<file path="src/rtl/pt_walk_pkg.sv">
`timescale 1ns/1ps
package pt_walk_pkg;
  localparam int PTE_V_BIT     = 0;
  localparam int PTE_LEAF_BIT  = 1;
  localparam int PTE_REF_BIT   = 2;
  localparam int PTE_DIRTY_BIT = 3;
  localparam int PTE_PERM_LO   = 4;
  localparam int PTE_PERM_W    = 6;

  typedef enum logic [1:0] {
    ST_IDLE,
    ST_READ,
    ST_WAIT,
    ST_DONE
  } walk_state_t;
endpackage

</file>
<file path="src/rtl/pt_entry_addr.sv">
`timescale 1ns/1ps
module pt_entry_addr #(
  parameter int ADDR_W     = 48,
  parameter int LEVELS     = 4,
  parameter int PAGE_SHIFT = 12,
  parameter int PTE_LG     = 3,
  localparam int IDX_W     = PAGE_SHIFT - PTE_LG,
  localparam int LVL_W     = $clog2(LEVELS),
  localparam int VPN_W     = ADDR_W - PAGE_SHIFT
) (
  input  logic [VPN_W-1:0]  vpn,
  input  logic [ADDR_W-1:0] base,
  input  logic [LVL_W-1:0]  level,
  input  logic [ADDR_W-1:0] limit,
  output logic [ADDR_W-1:0] entry_addr,
  output logic              beyond
);
  logic [IDX_W-1:0] idx_per_lvl [LEVELS];

  for (genvar l = 0; l < LEVELS; l++) begin : g_idx
    assign idx_per_lvl[l] = vpn[IDX_W*l +: IDX_W];
  end

  always_comb begin
    entry_addr = base + (ADDR_W'(idx_per_lvl[level]) << PTE_LG);
    beyond     = (entry_addr >= limit);
  end
endmodule

</file>
<file path="src/rtl/pt_identity_pte.sv">
`timescale 1ns/1ps
module pt_identity_pte
  import pt_walk_pkg::*;
#(
  parameter int ADDR_W     = 48,
  parameter int PTE_W      = 64,
  parameter int PAGE_SHIFT = 12
) (
  input  logic [ADDR_W-1:0] vaddr,
  input  logic [ADDR_W-1:0] limit,
  output logic [PTE_W-1:0]  pte
);
  always_comb begin
    pte = '0;
    pte[PAGE_SHIFT +: ADDR_W-PAGE_SHIFT] = vaddr[ADDR_W-1:PAGE_SHIFT];
    pte[PTE_PERM_LO +: PTE_PERM_W]       = '1;
    pte[PTE_LEAF_BIT]                    = 1'b1;
    pte[PTE_V_BIT]                       = (vaddr < limit);
  end
endmodule

</file>
<file path="src/rtl/pt_leaf_check.sv">
`timescale 1ns/1ps
module pt_leaf_check
  import pt_walk_pkg::*;
#(
  parameter int ADDR_W     = 48,
  parameter int PTE_W      = 64,
  parameter int PAGE_SHIFT = 12,
  parameter int LVL_W      = 2
) (
  input  logic [PTE_W-1:0]  entry,
  input  logic [LVL_W-1:0]  level,
  output logic              stop,
  output logic [PTE_W-1:0]  result,
  output logic [ADDR_W-1:0] next_base
);
  always_comb begin
    stop   = !entry[PTE_V_BIT] || entry[PTE_LEAF_BIT] || (level == '0);
    result = entry;
    result[PTE_V_BIT] = entry[PTE_V_BIT] & entry[PTE_LEAF_BIT];
    next_base = {entry[ADDR_W-1:PAGE_SHIFT], {PAGE_SHIFT{1'b0}}};
  end
endmodule

</file>
<file path="src/rtl/pt_walker.sv">
`timescale 1ns/1ps
module pt_walker
  import pt_walk_pkg::*;
#(
  parameter int ADDR_W     = 48,
  parameter int PTE_W      = 64,
  parameter int LEVELS     = 4,
  parameter int PAGE_SHIFT = 12,
  parameter int PTE_LG     = 3
) (
  input  logic              clk,
  input  logic              rst_n,
  input  logic              req_valid,
  output logic              req_ready,
  input  logic [ADDR_W-1:0] req_vaddr,
  output logic              resp_valid,
  input  logic              resp_ready,
  output logic [PTE_W-1:0]  resp_pte,
  output logic              rd_req_valid,
  input  logic              rd_req_ready,
  output logic [ADDR_W-1:0] rd_addr,
  input  logic              rd_resp_valid,
  input  logic [PTE_W-1:0]  rd_resp_data,
  input  logic              xlate_en,
  input  logic [ADDR_W-1:0] pt_base,
  input  logic [ADDR_W-1:0] mem_size
);
  localparam int LVL_W = $clog2(LEVELS);
  localparam int VPN_W = ADDR_W - PAGE_SHIFT;

  walk_state_t       state_q;
  logic [VPN_W-1:0]  vpn_q;
  logic [ADDR_W-1:0] base_q;
  logic [ADDR_W-1:0] limit_q;
  logic [LVL_W-1:0]  lvl_q;
  logic [PTE_W-1:0]  res_q;

  logic [ADDR_W-1:0] entry_addr;
  logic              entry_beyond;
  logic [PTE_W-1:0]  ident_pte;
  logic              leaf_stop;
  logic [PTE_W-1:0]  leaf_result;
  logic [ADDR_W-1:0] leaf_next_base;
  logic              unused_base_lo;

  assign unused_base_lo = ^pt_base[PAGE_SHIFT-1:0];

  pt_entry_addr #(
    .ADDR_W(ADDR_W), .LEVELS(LEVELS), .PAGE_SHIFT(PAGE_SHIFT), .PTE_LG(PTE_LG)
  ) u_addr (
    .vpn(vpn_q), .base(base_q), .level(lvl_q), .limit(limit_q),
    .entry_addr(entry_addr), .beyond(entry_beyond)
  );

  pt_identity_pte #(
    .ADDR_W(ADDR_W), .PTE_W(PTE_W), .PAGE_SHIFT(PAGE_SHIFT)
  ) u_ident (
    .vaddr(req_vaddr), .limit(mem_size), .pte(ident_pte)
  );

  pt_leaf_check #(
    .ADDR_W(ADDR_W), .PTE_W(PTE_W), .PAGE_SHIFT(PAGE_SHIFT), .LVL_W(LVL_W)
  ) u_leaf (
    .entry(rd_resp_data), .level(lvl_q), .stop(leaf_stop),
    .result(leaf_result), .next_base(leaf_next_base)
  );

  always_ff @(posedge clk) begin
    if (!rst_n) begin
      state_q <= ST_IDLE;
      vpn_q   <= '0;
      base_q  <= '0;
      limit_q <= '0;
      lvl_q   <= '0;
      res_q   <= '0;
    end else begin
      unique case (state_q)
        ST_IDLE: if (req_valid) begin
          vpn_q   <= req_vaddr[ADDR_W-1:PAGE_SHIFT];
          base_q  <= {pt_base[ADDR_W-1:PAGE_SHIFT], {PAGE_SHIFT{1'b0}}};
          limit_q <= mem_size;
          lvl_q   <= LVL_W'(LEVELS - 1);
          if (xlate_en) begin
            state_q <= ST_READ;
          end else begin
            res_q   <= ident_pte;
            state_q <= ST_DONE;
          end
        end
        ST_READ: begin
          if (entry_beyond) begin
            res_q   <= '0;
            state_q <= ST_DONE;
          end else if (rd_req_ready) begin
            state_q <= ST_WAIT;
          end
        end
        ST_WAIT: if (rd_resp_valid) begin
          if (leaf_stop) begin
            res_q   <= leaf_result;
            state_q <= ST_DONE;
          end else begin
            base_q  <= leaf_next_base;
            lvl_q   <= lvl_q - 1'b1;
            state_q <= ST_READ;
          end
        end
        ST_DONE: if (resp_ready) state_q <= ST_IDLE;
        default: state_q <= ST_IDLE;
      endcase
    end
  end

  assign req_ready    = (state_q == ST_IDLE);
  assign resp_valid   = (state_q == ST_DONE);
  assign resp_pte     = res_q;
  assign rd_req_valid = (state_q == ST_READ) && !entry_beyond;
  assign rd_addr      = entry_addr;

  a_r10_resp_hold: assert property (@(posedge clk) disable iff (!rst_n)
    (resp_valid && !resp_ready) |=> (resp_valid && $stable(resp_pte)));

  a_r9_read_hold: assert property (@(posedge clk) disable iff (!rst_n)
    (rd_req_valid && !rd_req_ready) |=> (rd_req_valid && $stable(rd_addr)));

  a_r9_single_read: assert property (@(posedge clk) disable iff (!rst_n)
    (rd_req_valid && rd_req_ready) |=> !rd_req_valid);

  a_r8_in_bounds: assert property (@(posedge clk) disable iff (!rst_n)
    rd_req_valid |-> (rd_addr < limit_q));

  a_r7_level_step: assert property (@(posedge clk) disable iff (!rst_n)
    (state_q == ST_WAIT && rd_resp_valid && !leaf_stop) |=>
      (state_q == ST_READ && lvl_q == $past(lvl_q) - 1'b1));
endmodule

</file>
<file path="config.mk">
export PLATFORM = sky130hd
export DESIGN_NAME = pt_walker
export DESIGN_NICKNAME = d
export VERILOG_FILES = /design/src/rtl/pt_walk_pkg.sv /design/src/rtl/pt_entry_addr.sv /design/src/rtl/pt_identity_pte.sv /design/src/rtl/pt_leaf_check.sv /design/src/rtl/pt_walker.sv
export SDC_FILE = /design/constraint.sdc
export NUM_CORES = 1
export LEC_CHECK = 0
export BUFFER_PORTS_ARGS = -buffer_cell sky130_fd_sc_hd__buf_2
export CELL_PAD_IN_SITES_DETAIL_PLACEMENT = 0
export CELL_PAD_IN_SITES_GLOBAL_PLACEMENT = 1
export CORE_ASPECT_RATIO = 0.6
export CORE_MARGIN = 2
export CORE_UTILIZATION = 39
export CTS_BUF_LIST = sky130_fd_sc_hd__clkbuf_8
export DETAILED_ROUTE_END_ITERATION = 6
export PLACE_DENSITY_LB_ADDON = 0.15
export SLEW_MARGIN = 5
export SYNTH_ARGS = -nofsm -noshare
export SYNTH_HDL_FRONTEND = slang
export SYNTH_SLANG_ARGS = --single-unit
</file>
<file path="constraint.sdc">
create_clock -name clk -period 8 [get_ports clk]
set_input_delay 1.6 -clock clk [delete_from_list [all_inputs] [get_ports clk]]
set_output_delay 1.6 -clock clk [all_outputs]
set_load 0.005 [all_outputs]
</file>
==> summary.md, run 1 <==
| Metric | Value |
|---|---|
| Worst path bufs/invs | `2` |
| Ports | `330` |
| Post-CTS Resized | `0` |
| Setup ws final | `2.47 ns` |
| Final core occ | `0.479` |
| HP Class | `flop to flop` |
| Initial DRC count | `683` |
| Initial core utilization | `0.397` |
| Synth Register Bits | `188` |
| CP Capture Type | `output port` |
| Total track usage | `0.237` |
| Sw Share | `0.426` |
| Global route overflow | `0` |
| First-pass GRT wire length | `52.7 mm` |
| Clk sinks | `188` |
| Die W | `216 um` |
| Avg Vias per Cell | `5.15` |
| CTS buffer count | `17` |
| Worst vdd ir | `0.176 mV` |
| Max clock buf depth | `2` |
| Post-synth top cells | `235 x nand2_1, 188 x dfxtp_1, 103 x nand3_1, 101 x inv_1, 97 x ha_1` |
| CP top delay family | `compound AO/OA/AOI/OAI gates` |
| Final Wtd Congestion | `0.809` |
| Avg Synthesized Cell Area | `8.42 sq um` |
| Nets@finish | `1,815` |
| Die area | `28,300 sq um` |
| Crit path max fanout | `22` |
| Static Leak | `6.36 nW` |
| Hpwl dp | `24.7 mm` |
| CTS tree | `done` |
| CP cell instances | `mux4_2 > ha_1 > a211oi_1 > nor2_1 > o311ai_0 > a21oi_1 > o31ai_2 > and2_1 > buf_4 > buf_2` |
| Initial antenna violation count | `4` |
| Hold slack final | `0.465 ns` |
| Reg power frac | `0.347` |
| Clock Latency Late Sink | `0.49 ns` |
| Critical path class | `flop to output port` |
| Top-area cell type share of the netlist area | `0.358` |
| Largest net degree at the start of global routing | `110` |
| Internal Pwr Total | `2.24 mW` |
| Core area | `26,500 sq um` |
| Slew @ Worst Pin | `1.03 ns` |
| DRC | `0` |
| Synth Flop Type | `dfxtp_1` |
| Vias | `9,670` |
| Delay of the slowest critical-path stage | `0.74 ns` |
| Clock Tree Root | `clkbuf_8` |
| CP startpoint kind | `flop` |
| Pre-CTS WS | `2.90 ns` |
| H-tree Lvls | `4` |
| Dpl cells | `1,844` |
| Critical path's slowest cell | `dfxtp_1` |
| Cell Area, Synth | `10,500 sq um` |
| Tmin final | `5.53 ns` |
| Cts hold-fix bufs | `0` |
| Max-slew violations | `0` |
| Req. time, crit path | `6.40 ns` |
| IO buf count | `314` |
| Power Dens Cells | `308 nW/um^2` |
| Routed len/inst | `17.9 um` |
| Clk pwr share | `0.169` |
| Post-synthesis sequential area ratio | `0.358` |
| Worst path arrival time | `3.93 ns` |
| Chip height | `131 um` |
| Synth cell types | `48` |
| Post-synth ARST share | `0` |
| Most numerous cell in the Yosys netlist | `nand2_1` |
| Setup bufs post-CTS | `0` |
| Synth area leaders | `dfxtp_1 36%, ha_1 12%, nand2_1 8.4%` |
| Endpoints failing setup | `0` |
| Number of synthesized flops with an enable pin | `0` |
| Status | `finished, final reports clean` |
| DRT antenna net count | `0` |
| Tcrit/Tclk final | `0.691` |
| Final Skew | `0.0135 ns` |
| Max Clk Rate | `181 MHz` |
| Final Hold Vio Count | `0` |
| Yosys top cell by area | `dfxtp_1` |
| Slew margin rel. | `0.317` |
| Max cap viols | `0` |
| Vias in the first global route | `9,268` |
| Unrepaired setup endpoints after global routing | `no` |
| Final non-filler cell total | `1,877` |
| Setup TNS | `0 ns` |
| YS warnings | `0` |
| P&R area growth vs syn | `20.5%` |
| Routed wire length | `33.6 mm` |
| Gate count after technology mapping | `1,249` |
| Switching power total | `1.66 mW` |
| Fraction of layout cells with a size suffix above 1 | `0.244` |
| Clock transition at the registers of the reported paths | `0.09 ns` |
| Pre-antenna DRT Iters | `5` |
| Number of placement rows | `46` |
| Combinational fraction of design power | `0.484` |
-- logic make-up (layout without fill, tap and decap cells) --
kind of cell / Yosys count / count (layout) / synth area share
simple gates: 426 / 426 / 0.183
flops: 188 / 188 / 0.358
buf+inv: 189 / 453 / 0.0708
fa+ha+maj: 97 / 97 / 0.115
other cells: 1 / 5 / 0.000357
mux: 45 / 45 / 0.0536
compound gates: 303 / 303 / 0.219
-- path summary, 6_finish.rpt --
check,startpoint,endpoint,slack (ns),cells after the start
min reg2reg,limit_q[0],limit_q[0],0.47,2
max,lvl_q[0],rd_req_valid,2.47,10
max reg2reg,lvl_q[0],resp_pte[34],3.92,11
min,limit_q[0],limit_q[0],0.47,2
-- layout by cell type (no fill, tap or decap), types with 38 or more instances in the layout --
master | netlist | routed
nand3_1 | 103 | 103
inv_1 | 101 | 102
dfxtp_1 | 188 | 188
o21ai_0 | 38 | 38
o211a_1 | 81 | 81
a21boi_0 | 85 | 85
ha_1 | 97 | 95
nand2_1 | 235 | 234
buf_2 | 9 | 313
nand2b_1 | 38 | 38
a21oi_1 | 43 | 42
-- tightest hold or removal path: stages (launching register included) --
cell	delay, ns
dfxtp_1	0.32
nand2_1	0.04
a21boi_0	0.06
-- power groups by stage --
stage | sequential [mW] | combinational (mW) | clock [mW]
after global placement | 1.37 | 1.88 | 0
after global routing | 1.39 | 2.13 | 0.722
after CTS | 1.35 | 1.91 | 0.682
final | 1.35 | 1.89 | 0.657
after floorplan | 1.33 | 1.28 | 0
after detailed placement | 1.37 | 1.90 | 0
-- stage by stage --
step / total power, mW / cell area, sq um
after detailed placement: 3.27 / 12300
after global placement: 3.25 / 12300
after global routing: 4.23 / 12700
after floorplan: 2.61 / 10500
final: 3.90 / 12700
after CTS: 3.95 / 12700
-- per-layer routing --
layer | vias to the layer above | GRT usage | part of all wire
li1 | 4852 | - | -
met1 | 4583 | 0.351 | 0.52
met2 | 213 | 0.346 | 0.42
met3 | 18 | 0.0602 | 0.055
met4 | 4 | 0.0434 | 0.0093
met5 | - | 0 | 0.00071
-- sequential cells by signal, indices dropped and copies added, names as in the netlist --
name and flops:
limit_q 48, base_q 36, lvl_q 2, resp_pte 64, state_q 2, vpn_q 36
-- layout make-up --
type,instances,area [sq um]
clock buffers,20,275
inverters,101,379
diodes,2,5.00
repair buffers,321,1630
well taps,360,450
clock inverters,11,118
fillers,2683,13800
multi-input cells,874,6050
flip-flops and latches,188,3760
No activity file was read; power rests on OpenSTA's default activity.
==> inputs of run 2 (changes only) <==
Clock period 8 ns to 5.6 ns, I/O delays scaled along.
==> run 2 against run 1 <==
Effect of this change: cell count increased by 0.11%; worst setup slack worse by 1.8 ns; die area unchanged; hold slack improved by 0.0054 ns.
==> summary.md, run 2 (synthesized netlist as in run 1, its figures left out) <==
| Metric | Value |
|---|---|
| Status | `finished, final reports clean` |
| Reg2Reg Depth | `11` |
| Total track usage | `0.239` |
| Setup bufs post-CTS | `0` |
| Largest net degree at the start of global routing | `147` |
| Tcrit/Tclk final | `0.881` |
| Vias in the first global route | `9,286` |
| Final core occ | `0.480` |
| Delay of the slowest critical-path stage | `0.71 ns` |
| Nets@finish | `1,816` |
| Tmin final | `4.93 ns` |
| Post-route cell area | `12,700 sq um` |
| Clk sinks | `188` |
| Global route overflow | `0` |
| Final Wtd Congestion | `0.846` |
| Slew margin rel. | `0.306` |
| Routed len/inst | `18.0 um` |
| Commonest non-fill, non-tap cell in the layout | `buf_2` |
| Slew @ Worst Pin | `1.04 ns` |
| Vias | `9,709` |
| CTS tree | `done` |
| Chip height | `131 um` |
| Clock Tree Root | `clkbuf_8` |
| Hpwl dp | `25.2 mm` |
| P&R area growth vs syn | `20.8%` |
| Core area | `26,500 sq um` |
| H-tree Lvls | `4` |
| Pre-antenna DRT Iters | `5` |
| Number of placement rows | `46` |
| Worst path bufs/invs | `1` |
| Power Dens Cells | `442 nW/um^2` |
| Req. time, crit path | `4.48 ns` |
| Max-slew violations | `0` |
| Initial antenna violation count | `4` |
| Placement Cell Area | `12,300 sq um` |
| Cts hold-fix bufs | `0` |
| DRT antenna net count | `0` |
| First-pass GRT wire length | `53.0 mm` |
| CP cell instances | `mux4_2 > ha_1 > a211oi_1 > nor2_1 > o311ai_0 > a21oi_1 > o31ai_2 > and2_1 > buf_2` |
| DRC | `0` |
| CP top delay family | `compound AO/OA/AOI/OAI gates` |
| Max FFs per register | `64` |
| CTS buffer count | `17` |
| Hold slack final | `0.471 ns` |
| Routed wire length | `33.9 mm` |
| Fraction of layout cells with a size suffix above 1 | `0.245` |
| Initial DRC count | `559` |
| Endpoints failing setup | `0` |
| Die area | `28,300 sq um` |
| Worst vdd ir | `0.229 mV` |
| Dpl cells | `1,845` |
| Final Hold Vio Count | `0` |
| Initial core utilization | `0.397` |
| Clock transition at the registers of the reported paths | `0.10 ns` |
| Final Skew | `0.0185 ns` |
| Worst path arrival time | `3.81 ns` |
| Clock Latency Late Sink | `0.50 ns` |
| Max cap viols | `0` |
| CP Depth | `9` |
| Avg Vias per Cell | `5.17` |
| Critical path's slowest cell | `dfxtp_1` |
| Post-CTS Resized | `0` |
| Static Leak | `6.36 nW` |
| Hold depth | `2` |
| Max clock buf depth | `2` |
| IO buf count | `314` |
| Commonest cells after routing, fill and taps aside | `313 x buf_2, 234 x nand2_1, 188 x dfxtp_1` |
| Crit path max fanout | `12` |
| Max Clk Rate | `203 MHz` |
| HP Class | `flop to flop` |
| Unrepaired setup endpoints after global routing | `no` |
| Ports | `330` |
| Final non-filler cell total | `1,879` |
| Setup TNS | `0 ns` |
| CP Capture Type | `output port` |
| Critical path class | `flop to output port` |
| Die W | `216 um` |
| CP startpoint kind | `flop` |
[run 2: layer usage]
metal,vias up,global-route usage,share of wire
met5,-,0,0.00068
met3,33,0.0530,0.054
met4,4,0.0647,0.015
met1,4575,0.356,0.52
met2,239,0.344,0.41
li1,4858,-,-
[run 2: worst paths after layout]
path / endpoint / startpoint / slack (ns)
hold / removal: limit_q[37] / limit_q[37] / 0.47
setup / recovery: rd_req_valid / lvl_q[0] / 0.67
hold reg to reg: limit_q[37] / limit_q[37] / 0.47
setup reg to reg: resp_pte[15] / lvl_q[0] / 1.64
[run 2: per-stage QoR]
| stage | setup WS, ns | power, mW |
|---|---|---|
| after floorplan | 1.42 | 3.73 |
| after global placement | 1.22 | 4.66 |
| after detailed placement | 1.15 | 4.71 |
| after CTS | 0.581 | 5.67 |
| after global routing | 0.350 | 6.07 |
| final | 0.669 | 5.61 |
[run 2: worst register-to-register path, delay by kind of cell (launching register included)]
family / cells / cell delay (ns)
compound gates: 6 / 1.32
fa+ha+maj: 1 / 0.29
buf+inv: 1 / 0.31
flops: 1 / 0.71
mux: 1 / 0.62
simple gates: 2 / 0.61
[run 2: cell type report]
type                    instances  area (sq um)
clock buffers                  19           262
repair buffers                322          1650
multi-input cells             874          6050
well taps                     360           450
fillers                      2649         13800
diodes                          2          5.00
flip-flops and latches        188          3760
clock inverters                13           140
inverters                     101           379
[run 2: report_power, final]
| part | internal [mW] | leakage, nW | switching, mW | total, mW |
|---|---|---|---|---|
| logic | 1.10 | 4.62 | 1.62 | 2.72 |
| clock network | 0.421 | 0.195 | 0.529 | 0.951 |
| registers | 1.69 | 1.55 | 0.253 | 1.94 |
==> inputs of run 3 (changes only) <==
Settings changed: CAP_MARGIN set to 25, CORE_ASPECT_RATIO 0.6 to not set.
==> run 3 against run 2 <==
Effect of this change: register-to-register slack worse by 0.24 ns; critical path type unchanged; clock-buffer cell count is 2 lower; routed wire length is 6.6% lower; non-clock buffer count is 1 lower; sequential cell count stayed put; largest cell class unchanged; total power is 1.4% lower; final area is 0.37% lower; clock skew hardly changed; die area is 0.15% lower; worst setup slack better by 0.071 ns.
==> summary.md, run 3 (synthesized netlist as in run 1, its figures left out) <==
| Metric | Value |
|---|---|
| Worst vdd ir | `0.206 mV` |
| Chip height | `168 um` |
| Metal1 wirelength | `15.2 mm` |
| Nets@finish | `1,815` |
| Final non-filler cell total | `1,856` |
| Final Hold Vio Count | `0` |
| Worst path bufs/invs | `1` |
| DRT antenna net count | `0` |
| Max cap viols | `0` |
| Dpl cells | `1,825` |
| DR top layer | `met4` |
| Initial antenna violation count | `0` |
| Clock transition at the registers of the reported paths | `0.11 ns` |
| Clock Latency Late Sink | `0.47 ns` |
| Setup bufs post-CTS | `0` |
| Hold slack final | `0.471 ns` |
| H-tree Lvls | `4` |
| Req. time, crit path | `4.48 ns` |
| Final Skew | `0.0184 ns` |
| Power Dens Cells | `437 nW/um^2` |
| IO buf count | `314` |
| Cts hold-fix bufs | `0` |
| Ports | `330` |
| Vias | `9,673` |
| Max Clk Rate | `206 MHz` |
| Endpoints failing setup | `0` |
| Commonest non-fill, non-tap cell in the layout | `buf_2` |
| Unrepaired setup endpoints after global routing | `no` |
| HP Class | `flop to flop` |
| Number of placement rows | `60` |
| First-pass GRT wire length | `49.7 mm` |
| Worst path arrival time | `3.74 ns` |
| Fraction of layout cells with a size suffix above 1 | `0.244` |
| Routed wire length | `31.6 mm` |
| Post-route cell area | `12,700 sq um` |
| Largest net degree at the start of global routing | `143` |
| CP startpoint kind | `flop` |
| Tmin final | `4.86 ns` |
| Max clock buf depth | `2` |
| Global route overflow | `0` |
| CP top delay family | `compound AO/OA/AOI/OAI gates` |
| Post-CTS Resized | `0` |
| Commonest cells after routing, fill and taps aside | `313 x buf_2, 234 x nand2_1, 188 x dfxtp_1` |
| Die W | `168 um` |
| CTS buffer count | `17` |
| Tcrit/Tclk final | `0.868` |
| Initial core utilization | `0.393` |
| Fill cells | `2,750` |
| P&R area growth vs syn | `20.3%` |
| Static Leak | `6.36 nW` |
| CTS tree | `done` |
| CP cell instances | `mux4_2 > ha_1 > a211oi_1 > nor2_1 > o311ai_0 > a21oi_1 > o31ai_2 > and2_1 > buf_2` |
| Setup TNS | `0 ns` |
| Core area | `26,700 sq um` |
| Number of diodes | `0` |
| Slew @ Worst Pin | `1.02 ns` |
| Crit path max fanout | `12` |
| Total track usage | `0.220` |
| WL met2 | `14.4 mm` |
| Pre-antenna DRT Iters | `4` |
| Placement Cell Area | `12,300 sq um` |
| Clock Tree Root | `clkbuf_8` |
| Routed length on met3 | `1.62 mm` |
| Critical path's slowest cell | `dfxtp_1` |
| Routed len/inst | `17.1 um` |
| Avg Vias per Cell | `5.21` |
| Max FFs per register | `64` |
| Status | `finished, final reports clean` |
| CP Capture Type | `output port` |
| Die area | `28,300 sq um` |
| Vias in the first global route | `9,291` |
| Final Wtd Congestion | `0.808` |
| Max-slew violations | `0` |
| Clk sinks | `188` |
| Delay of the slowest critical-path stage | `0.75 ns` |
| Initial DRC count | `453` |
| Critical path class | `flop to output port` |
| DRC | `0` |
| Hpwl dp | `23.0 mm` |
| Slew margin rel. | `0.321` |
[run 3: path summary, 6_finish.rpt]
kind / startpoint / to / slack (ns) / depth (start not counted)
setup / recovery: lvl_q[0] / rd_req_valid / 0.74 / 9
hold / removal: limit_q[28] / limit_q[28] / 0.47 / 2
setup reg to reg: lvl_q[0] / resp_pte[36] / 1.40 / 11
hold reg to reg: limit_q[28] / limit_q[28] / 0.47 / 2
[run 3: final cells by class]
cell class	instances	area, sq um	area share
multi-input combinational	874	6050	0.478
sequential	188	3760	0.297
timing repair buffer	321	1660	0.131
tap	341	427	0.0337
inverter	101	379	0.0300
clock buffer	17	234	0.0185
clock inverter	14	144	0.0114
[run 3: power by group]
part,switching (mW),total [mW],leakage (nW),internal [mW]
Clock,0.541,0.903,0.193,0.362
Sequential,0.232,1.92,1.55,1.69
Combinational,1.60,2.71,4.62,1.11
Total,2.38,5.53,6.36,3.15
[run 3: through the flow]
stage	power, mW	utilization	worst slack (ns)
2_1_floorplan	3.73	-	1.42
3_3_place_gp	4.63	0.459	1.23
3_5_place_dp	4.68	0.459	1.15
4_1_cts	5.59	0.473	0.619
5_1_grt	6.00	0.473	0.340
6_report	5.53	0.473	0.740
[run 3: per-layer routing]
layer / vias to the layer above / GRT usage
met4: 0 / 0.0461
met1: 4555 / 0.304
met2: 243 / 0.358
li1: 4847 / -
met5: - / 0
met3: 28 / 0.0430
[run 3: worst min-delay path: cells and delay by family, from the launching register on]
family / cells / cell delay, ns
AO/OA/AOI/OAI: 1 / 0.06
flip-flops: 1 / 0.33
AND/OR/NAND/NOR: 1 / 0.04
